**src/rtl/ecc_fix_pkg.sv**
```systemverilog
package ecc_fix_pkg;

    parameter int unsigned CHUNK_BYTES = 512;
    parameter int unsigned BYTE_W      = 8;

    localparam int unsigned BIT_W     = $clog2(BYTE_W);
    localparam int unsigned OFS_W     = $clog2(CHUNK_BYTES);
    localparam int unsigned POS_W     = OFS_W + BIT_W;
    localparam int unsigned CODE_W    = 2 * POS_W;
    localparam int unsigned SYN_CNT_W = $clog2(CODE_W + 1);

    typedef enum logic [1:0] {
        ECC_OK    = 2'd0,
        ECC_FIXED = 2'd1,
        ECC_FAIL  = 2'd2
    } ecc_status_e;

    typedef struct packed {
        ecc_status_e            status;
        logic [OFS_W-1:0]       ofs;
        logic [BIT_W-1:0]       bit_idx;
    } ecc_verdict_t;

    typedef enum logic [1:0] {
        SQ_IDLE = 2'd0,
        SQ_EVAL = 2'd1,
        SQ_FIX  = 2'd2
    } seq_state_e;

    typedef enum logic [1:0] {
        RMW_IDLE = 2'd0,
        RMW_READ = 2'd1,
        RMW_MOD  = 2'd2
    } rmw_state_e;

    // Number of set bits in a syndrome.
    function automatic logic [SYN_CNT_W-1:0] ones_in(input logic [CODE_W-1:0] v);
        logic [SYN_CNT_W-1:0] c;
        c = '0;
        for (int i = 0; i < CODE_W; i++) begin
            c = c + SYN_CNT_W'(v[i]);
        end
        return c;
    endfunction

endpackage

```
**src/rtl/ecc_syndrome_eval.sv**
```systemverilog
// Combinational syndrome weight and classification for one chunk.
module ecc_syndrome_eval
    import ecc_fix_pkg::*;
(
    input  logic [CODE_W-1:0] stored_i,
    input  logic [CODE_W-1:0] calc_i,
    output ecc_verdict_t      verdict_o
);

    logic [CODE_W-1:0]    syn;
    logic [SYN_CNT_W-1:0] weight;
    logic [POS_W-1:0]     odd_pos;
    logic                 erased;

    assign syn    = stored_i ^ calc_i;
    assign weight = ones_in(syn);
    assign erased = (&stored_i) && (calc_i == '0);

    // Odd-parity half of the syndrome spells the failing position.
    for (genvar k = 0; k < POS_W; k++) begin : g_odd
        assign odd_pos[k] = syn[POS_W + k];
    end

    always_comb begin
        verdict_o.ofs     = odd_pos[POS_W-1:BIT_W];
        verdict_o.bit_idx = odd_pos[BIT_W-1:0];
        if (weight == '0) begin
            verdict_o.status = ECC_OK;
        end else if (weight == SYN_CNT_W'(POS_W)) begin
            verdict_o.status = ECC_FIXED;
        end else if (erased) begin
            verdict_o.status = ECC_OK;
        end else begin
            verdict_o.status = ECC_FAIL;
        end
    end

endmodule

```
**src/rtl/ecc_rmw_unit.sv**
```systemverilog
// Read, invert one bit, write back: one byte per request.
module ecc_rmw_unit
    import ecc_fix_pkg::*;
#(
    parameter int unsigned ADDR_W = 11
) (
    input  logic              clk,
    input  logic              rst,
    input  logic              req_i,
    input  logic [ADDR_W-1:0] addr_i,
    input  logic [BIT_W-1:0]  bit_i,
    input  logic [BYTE_W-1:0] rd_data_i,
    output logic              ack_o,
    output logic              rd_en_o,
    output logic [ADDR_W-1:0] addr_o,
    output logic              wr_en_o,
    output logic [BYTE_W-1:0] wr_data_o
);

    rmw_state_e        state_q;
    logic [BYTE_W-1:0] mask_q;

    assign ack_o = (state_q == RMW_MOD);

    always_ff @(posedge clk) begin
        if (rst) begin
            state_q   <= RMW_IDLE;
            mask_q    <= '0;
            addr_o    <= '0;
            rd_en_o   <= 1'b0;
            wr_en_o   <= 1'b0;
            wr_data_o <= '0;
        end else begin
            rd_en_o <= 1'b0;
            wr_en_o <= 1'b0;
            case (state_q)
                RMW_IDLE: begin
                    if (req_i) begin
                        addr_o  <= addr_i;
                        mask_q  <= BYTE_W'(1) << bit_i;
                        rd_en_o <= 1'b1;
                        state_q <= RMW_READ;
                    end
                end
                RMW_READ: begin
                    state_q <= RMW_MOD;
                end
                RMW_MOD: begin
                    wr_en_o   <= 1'b1;
                    wr_data_o <= rd_data_i ^ mask_q;
                    state_q   <= RMW_IDLE;
                end
                default: state_q <= RMW_IDLE;
            endcase
        end
    end

endmodule

```
**src/rtl/ecc_chunk_seq.sv**
```systemverilog
// Walks the chunks, registers each verdict and the overall result.
module ecc_chunk_seq
    import ecc_fix_pkg::*;
#(
    parameter int unsigned MAX_CHUNKS = 4,
    parameter int unsigned IDX_W      = 2,
    parameter int unsigned CNT_W      = 3
) (
    input  logic                         clk,
    input  logic                         rst,
    input  logic                         start_i,
    input  logic [CNT_W-1:0]             count_i,
    input  logic [MAX_CHUNKS*CODE_W-1:0] stored_i,
    input  logic [MAX_CHUNKS*CODE_W-1:0] calc_i,
    input  ecc_verdict_t                 verdict_i,
    input  logic                         fix_ack_i,
    output logic [CODE_W-1:0]            cur_stored_o,
    output logic [CODE_W-1:0]            cur_calc_o,
    output logic [IDX_W-1:0]             idx_o,
    output logic                         fix_req_o,
    output logic                         busy_o,
    output logic                         chunk_valid_o,
    output logic [IDX_W-1:0]             chunk_idx_o,
    output ecc_status_e                  chunk_status_o,
    output logic [OFS_W-1:0]             err_byte_o,
    output logic [BIT_W-1:0]             err_bit_o,
    output logic                         done_o,
    output ecc_status_e                  final_o
);

    seq_state_e        state_q;
    logic [IDX_W-1:0]  idx_q;
    logic [CNT_W-1:0]  n_q;
    logic [CNT_W-1:0]  n_clamped;
    logic              any_fix_q;
    logic              last;
    logic [CODE_W-1:0] lane_st [MAX_CHUNKS];
    logic [CODE_W-1:0] lane_ca [MAX_CHUNKS];
    logic [CODE_W-1:0] st_q    [MAX_CHUNKS];
    logic [CODE_W-1:0] ca_q    [MAX_CHUNKS];

    for (genvar c = 0; c < MAX_CHUNKS; c++) begin : g_lane
        assign lane_st[c] = stored_i[c*CODE_W +: CODE_W];
        assign lane_ca[c] = calc_i[c*CODE_W +: CODE_W];
    end

    assign n_clamped    = (count_i > CNT_W'(MAX_CHUNKS)) ? CNT_W'(MAX_CHUNKS) : count_i;
    assign last         = (int'(idx_q) + 1 >= int'(n_q));
    assign cur_stored_o = st_q[idx_q];
    assign cur_calc_o   = ca_q[idx_q];
    assign idx_o        = idx_q;
    assign busy_o       = (state_q != SQ_IDLE);
    assign fix_req_o    = (state_q == SQ_EVAL) && (verdict_i.status == ECC_FIXED);

    // Code capture: data registers, loaded only when a run is accepted.
    always_ff @(posedge clk) begin
        if (state_q == SQ_IDLE && start_i) begin
            for (int c = 0; c < MAX_CHUNKS; c++) begin
                st_q[c] <= lane_st[c];
                ca_q[c] <= lane_ca[c];
            end
        end
    end

    always_ff @(posedge clk) begin
        if (rst) begin
            state_q        <= SQ_IDLE;
            idx_q          <= '0;
            n_q            <= '0;
            any_fix_q      <= 1'b0;
            chunk_valid_o  <= 1'b0;
            chunk_idx_o    <= '0;
            chunk_status_o <= ECC_OK;
            err_byte_o     <= '0;
            err_bit_o      <= '0;
            done_o         <= 1'b0;
            final_o        <= ECC_OK;
        end else begin
            chunk_valid_o <= 1'b0;
            done_o        <= 1'b0;
            case (state_q)
                SQ_IDLE: begin
                    if (start_i) begin
                        idx_q     <= '0;
                        any_fix_q <= 1'b0;
                        n_q       <= n_clamped;
                        if (n_clamped == '0) begin
                            done_o  <= 1'b1;
                            final_o <= ECC_OK;
                        end else begin
                            state_q <= SQ_EVAL;
                        end
                    end
                end
                SQ_EVAL: begin
                    chunk_valid_o  <= 1'b1;
                    chunk_idx_o    <= idx_q;
                    chunk_status_o <= verdict_i.status;
                    err_byte_o     <= verdict_i.ofs;
                    err_bit_o      <= verdict_i.bit_idx;
                    if (verdict_i.status == ECC_FAIL) begin
                        done_o  <= 1'b1;
                        final_o <= ECC_FAIL;
                        state_q <= SQ_IDLE;
                    end else if (verdict_i.status == ECC_FIXED) begin
                        any_fix_q <= 1'b1;
                        state_q   <= SQ_FIX;
                    end else if (last) begin
                        done_o  <= 1'b1;
                        final_o <= any_fix_q ? ECC_FIXED : ECC_OK;
                        state_q <= SQ_IDLE;
                    end else begin
                        idx_q <= idx_q + 1'b1;
                    end
                end
                SQ_FIX: begin
                    if (fix_ack_i) begin
                        if (last) begin
                            done_o  <= 1'b1;
                            final_o <= ECC_FIXED;
                            state_q <= SQ_IDLE;
                        end else begin
                            idx_q   <= idx_q + 1'b1;
                            state_q <= SQ_EVAL;
                        end
                    end
                end
                default: state_q <= SQ_IDLE;
            endcase
        end
    end

endmodule

```
**src/rtl/ecc_chunk_corrector.sv**
```systemverilog
module ecc_chunk_corrector
    import ecc_fix_pkg::*;
#(
    parameter int unsigned MAX_CHUNKS = 4,
    localparam int unsigned IDX_W  = (MAX_CHUNKS > 1) ? $clog2(MAX_CHUNKS) : 1,
    localparam int unsigned CNT_W  = $clog2(MAX_CHUNKS + 1),
    localparam int unsigned ADDR_W = IDX_W + OFS_W
) (
    input  logic                         clk,
    input  logic                         rst,
    input  logic                         start,
    input  logic [CNT_W-1:0]             chunk_count,
    input  logic [MAX_CHUNKS*CODE_W-1:0] stored_codes,
    input  logic [MAX_CHUNKS*CODE_W-1:0] calc_codes,
    output logic                         busy,
    output logic                         chunk_valid,
    output logic [IDX_W-1:0]             chunk_index,
    output logic [1:0]                   chunk_status,
    output logic [OFS_W-1:0]             err_byte,
    output logic [BIT_W-1:0]             err_bit,
    output logic                         done,
    output logic [1:0]                   final_status,
    output logic                         buf_rd_en,
    output logic [ADDR_W-1:0]            buf_addr,
    input  logic [BYTE_W-1:0]            buf_rd_data,
    output logic                         buf_wr_en,
    output logic [BYTE_W-1:0]            buf_wr_data
);

    logic [CODE_W-1:0] cur_st;
    logic [CODE_W-1:0] cur_ca;
    logic [IDX_W-1:0]  cur_idx;
    ecc_verdict_t      verdict;
    logic              fix_req;
    logic              fix_ack;
    ecc_status_e       chunk_st_e;
    ecc_status_e       final_st_e;

    assign chunk_status = chunk_st_e;
    assign final_status = final_st_e;

    ecc_chunk_seq #(
        .MAX_CHUNKS (MAX_CHUNKS),
        .IDX_W      (IDX_W),
        .CNT_W      (CNT_W)
    ) seq_i (
        .clk            (clk),
        .rst            (rst),
        .start_i        (start),
        .count_i        (chunk_count),
        .stored_i       (stored_codes),
        .calc_i         (calc_codes),
        .verdict_i      (verdict),
        .fix_ack_i      (fix_ack),
        .cur_stored_o   (cur_st),
        .cur_calc_o     (cur_ca),
        .idx_o          (cur_idx),
        .fix_req_o      (fix_req),
        .busy_o         (busy),
        .chunk_valid_o  (chunk_valid),
        .chunk_idx_o    (chunk_index),
        .chunk_status_o (chunk_st_e),
        .err_byte_o     (err_byte),
        .err_bit_o      (err_bit),
        .done_o         (done),
        .final_o        (final_st_e)
    );

    ecc_syndrome_eval eval_i (
        .stored_i  (cur_st),
        .calc_i    (cur_ca),
        .verdict_o (verdict)
    );

    ecc_rmw_unit #(
        .ADDR_W (ADDR_W)
    ) rmw_i (
        .clk       (clk),
        .rst       (rst),
        .req_i     (fix_req),
        .addr_i    ({cur_idx, verdict.ofs}),
        .bit_i     (verdict.bit_idx),
        .rd_data_i (buf_rd_data),
        .ack_o     (fix_ack),
        .rd_en_o   (buf_rd_en),
        .addr_o    (buf_addr),
        .wr_en_o   (buf_wr_en),
        .wr_data_o (buf_wr_data)
    );

endmodule

```
**config.mk**
```make
export PLATFORM = sky130hd
export DESIGN_NAME = ecc_chunk_corrector
export DESIGN_NICKNAME = d
export VERILOG_FILES = /design/src/rtl/ecc_fix_pkg.sv /design/src/rtl/ecc_syndrome_eval.sv /design/src/rtl/ecc_rmw_unit.sv /design/src/rtl/ecc_chunk_seq.sv /design/src/rtl/ecc_chunk_corrector.sv
export SDC_FILE = /design/constraint.sdc
export NUM_CORES = 1
export LEC_CHECK = 0
export ABC_AREA = 0
export BUFFER_PORTS_ARGS = -buffer_cell sky130_fd_sc_hd__buf_2
export CORE_MARGIN = 1
export CORE_UTILIZATION = 45
export DETAILED_ROUTE_END_ITERATION = 8
export GPL_TIMING_DRIVEN = 0
export MAX_ROUTING_LAYER = met4
export PLACE_DENSITY = 0.79
export SYNTH_ARGS = -nofsm -noshare
export SYNTH_HDL_FRONTEND = slang
export SYNTH_SLANG_ARGS = --single-unit
```
**constraint.sdc**
```tcl
create_clock -name clk -period 13.4 [get_ports clk]
set_input_delay 0.67 -clock clk [delete_from_list [all_inputs] [get_ports clk]]
set_output_delay 0.67 -clock clk [all_outputs]
set_load 0.005 [all_outputs]
```
==> summary.md <==
| Metric | Value |
|---|---|
| Sink Count | `253` |
| Mapped Cells | `641` |
| Core area | `0.0228 mm2` |
| CTS tree | `done` |
| Reg2Reg Setup Slack | `5720 ps` |
| Vias/cell | `5.15` |
| DRT Pass-1 Iters | `5` |
| Clock Latency Late Sink | `550 ps` |
| Relative slew slack | `43.5%` |
| Die ar. | `0.0239 mm2` |
| Worst EP arrival | `8130 ps` |
| CTS resizes | `0` |
| EDFF count, synth | `192` |
| Share of layout cells above drive strength 1 | `36.8%` |
| Slowest CP cell | `clkbuf_1` |
| Critical Path RT | `13,850 ps` |
| Die H | `155 um` |
| Nets@finish | `1,156` |
| Post-synthesis async set-or-reset flop share | `0%` |
| Max Fanout on Critical Path | `10` |
| Vias post-DR | `6,464` |
| Min cycle time layout | `7680 ps` |
| Final wirelength | `23.8 mm` |
| Initial DRC Count | `414` |
| CP Launch Type | `register` |
| Synth unique cells | `50` |
| Most frequent cell after synthesis | `edfxtp_1` |
| Most frequent cells after synthesis | `192 x edfxtp_1, 65 x nor2_1, 61 x dfxtp_1` |
| Post-Synthesis Cell Area | `0.0105 mm2` |
| Hold Buf Count CTS | `0` |
| Post-Syn Nets | `880` |
| Primary FF master, synth | `edfxtp_1` |
| Critical Path Sink Type | `register` |
| Routed wire length per instance | `19.0 um` |
| Status | `complete, no violations` |
| Top area cells in the synthesized netlist | `edfxtp_1 55%, dfxtp_1 12%, mux4_2 8.4%` |
| Crit path largest cell delay | `640 ps` |
| Setup TNS | `0 ps` |
| Fin. max-slew vios | `0` |
| Final count of negative-setup-slack endpoints | `0` |
| Fmax | `130 MHz` |
| Post-CTS Setup Bufs | `0` |
| Delay-heaviest family, CP | `adder cells` |
| Hold path start | `calc_codes[21]` |
| RSZ-0062 raised after global routing | `false` |
| Top cell type's share of synthesized area | `55.0%` |
| DR DRC count | `0` |
| Final Hold Viols | `0` |
| Initial Util | `46.0%` |
| Vias in the first global route | `6,432` |
| H-tree depth | `1` |
| Number of synthesized register bits | `253` |
| Post-Syn Area per Cell | `16.4 um2` |
| Final cycle utilization of the critical path | `57.3%` |
| Remaining global-route overflow | `0` |
| Slew @ Worst Pin | `847 ps` |
| Critical-path cell list | `clkbuf_1 > mux4_2 > xnor2_1 > inv_1 > fa_1 > fa_1 > inv_1 > fa_1 > fa_1 > fa_1 > fa_1 > fa_1 > xnor2_1 > and4_1 > and4_1 > clkbuf_1 > clkbuf_1 > nor2_1 > nor3_1` |
| Longest Clk Path Bufs | `3` |
| Area leader, netlist | `edfxtp_1` |
| Worst Path Class, Setup | `reg -> reg` |
| Post-synthesis sequential area ratio | `66.6%` |
| HP Class | `in -> reg` |
| Skew final | `20.5 ps` |
| Port bufs | `246` |
| Synthesis-to-finish area growth | `24.6%` |
| First-pass GRT wire length | `35.7 mm` |
| Io pins | `248` |
| Yosys warnings | `0` |
| Largest net degree at the start of global routing | `130` |
| Clk root buf | `clkbuf_16` |
| # rows | `55` |
| Gp weighted congestion | `0.902` |
| Most frequent CP cell | `fa_1` |
| CTS clk-pin slew, worst paths | `60 ps` |
| Worst Path Buf+Inv | `5` |
| Total GRT Usage | `20.8%` |
| Antenna violations before repair | `3` |
| Max Cap Viol | `0` |
| Antenna Violating Nets Remaining | `0` |
| Cts bufs inserted | `27` |
| Die Width | `155 um` |
| Post-DP HPWL | `17.8 mm` |
## layer usage
layer	share of wire, %	GRT usage [%]
met1	42	26.3
met5	0	-
met3	6.3	3.70
met2	49	34.6
met4	2.1	5.28
## kinds of logic (layout without fill, tap and decap cells)
logic type / after synthesis / count (layout) / synth area share [%]
xor gates and xnor gates: 34 / 34 / 2.97
AOI/OAI and AO/OA: 68 / 68 / 4.61
other: 0 / 3 / 0
muxes: 52 / 52 / 11.0
adders and majority gates: 33 / 33 / 5.15
and+or+nand+nor: 144 / 144 / 7.23
DFF: 253 / 253 / 66.6
buffers and inverters: 57 / 354 / 2.40
## flip-flops by register name, indices dropped and copies added, names as in the netlist, 3 cells and up, named ones only
signal / count
rmw_i.mask_q: 8
seq_i.st_q: 96
seq_i.ca_q: 96
seq_i.n_q: 3
rmw_i.wr_data_o: 8
seq_i.err_bit_o: 3
rmw_i.addr_o: 11
seq_i.err_byte_o: 9
## through the flow
step | worst slack (ps) | hold WS (ps) | instances | cell area [um2] | utilization [%]
final | 5720 | 293 | 1254 | 13100 | 57.3
after global routing | 5160 | 268 | 1253 | 13100 | 57.3
after CTS | 5650 | 272 | 1251 | 13100 | 57.3
after detailed placement | 5680 | 450 | 1201 | 12100 | 53.3
after global placement | 5760 | 445 | 1200 | 12100 | 53.2
after floorplan | 6880 | 436 | 641 | 10500 | -
## path summary, 6_finish.rpt
| path | end | cells after the start |
|---|---|---|
| worst max-delay path | rmw_i.addr_o[6]$_SDFFE_PP0P_ | 19 |
| worst min-delay path | seq_i.ca_q[0][21]$_DFFE_PP_ | 1 |
| worst max register to register | rmw_i.addr_o[6]$_SDFFE_PP0P_ | 19 |
| worst min register to register | seq_i.n_q[2]$_SDFFE_PP0P_ | 2 |
## placed cells by master (no fill, tap or decap), types with 4 or more instances in the layout
| cell | count |
|---|---|
| dfxtp_1 | 61 |
| a21oi_1 | 15 |
| clkinv_2 | 4 |
| inv_1 | 30 |
| nand3_1 | 4 |
| clkbuf_16 | 27 |
| nor2_1 | 65 |
| nand2_1 | 13 |
| nor4bb_1 | 8 |
| ha_1 | 16 |
| mux4_1 | 9 |
| fa_1 | 17 |
| clkbuf_1 | 22 |
| a211oi_1 | 22 |
| xor2_1 | 7 |
| a22oi_1 | 9 |
| edfxtp_1 | 192 |
| buf_2 | 251 |
| nor3_1 | 20 |
| mux4_2 | 39 |
| xnor2_1 | 26 |
| o21ai_0 | 6 |
| nand2b_1 | 4 |
## final cells by class
class | instances | area [um2]
Multi-Input combinational cell | 331 | 3250
Antenna cell | 3 | 7.51
Tap cell | 313 | 392
Inverter | 31 | 124
Buffer | 26 | 135
Sequential cell | 253 | 6990
Clock buffer | 35 | 737
Clock inverter | 15 | 173
Timing Repair Buffer | 247 | 1260
Fill cell | 1793 | 9720
Power is not shown: default switching activity piles up to over one toggle a cycle in this logic, so the estimate is an artifact.
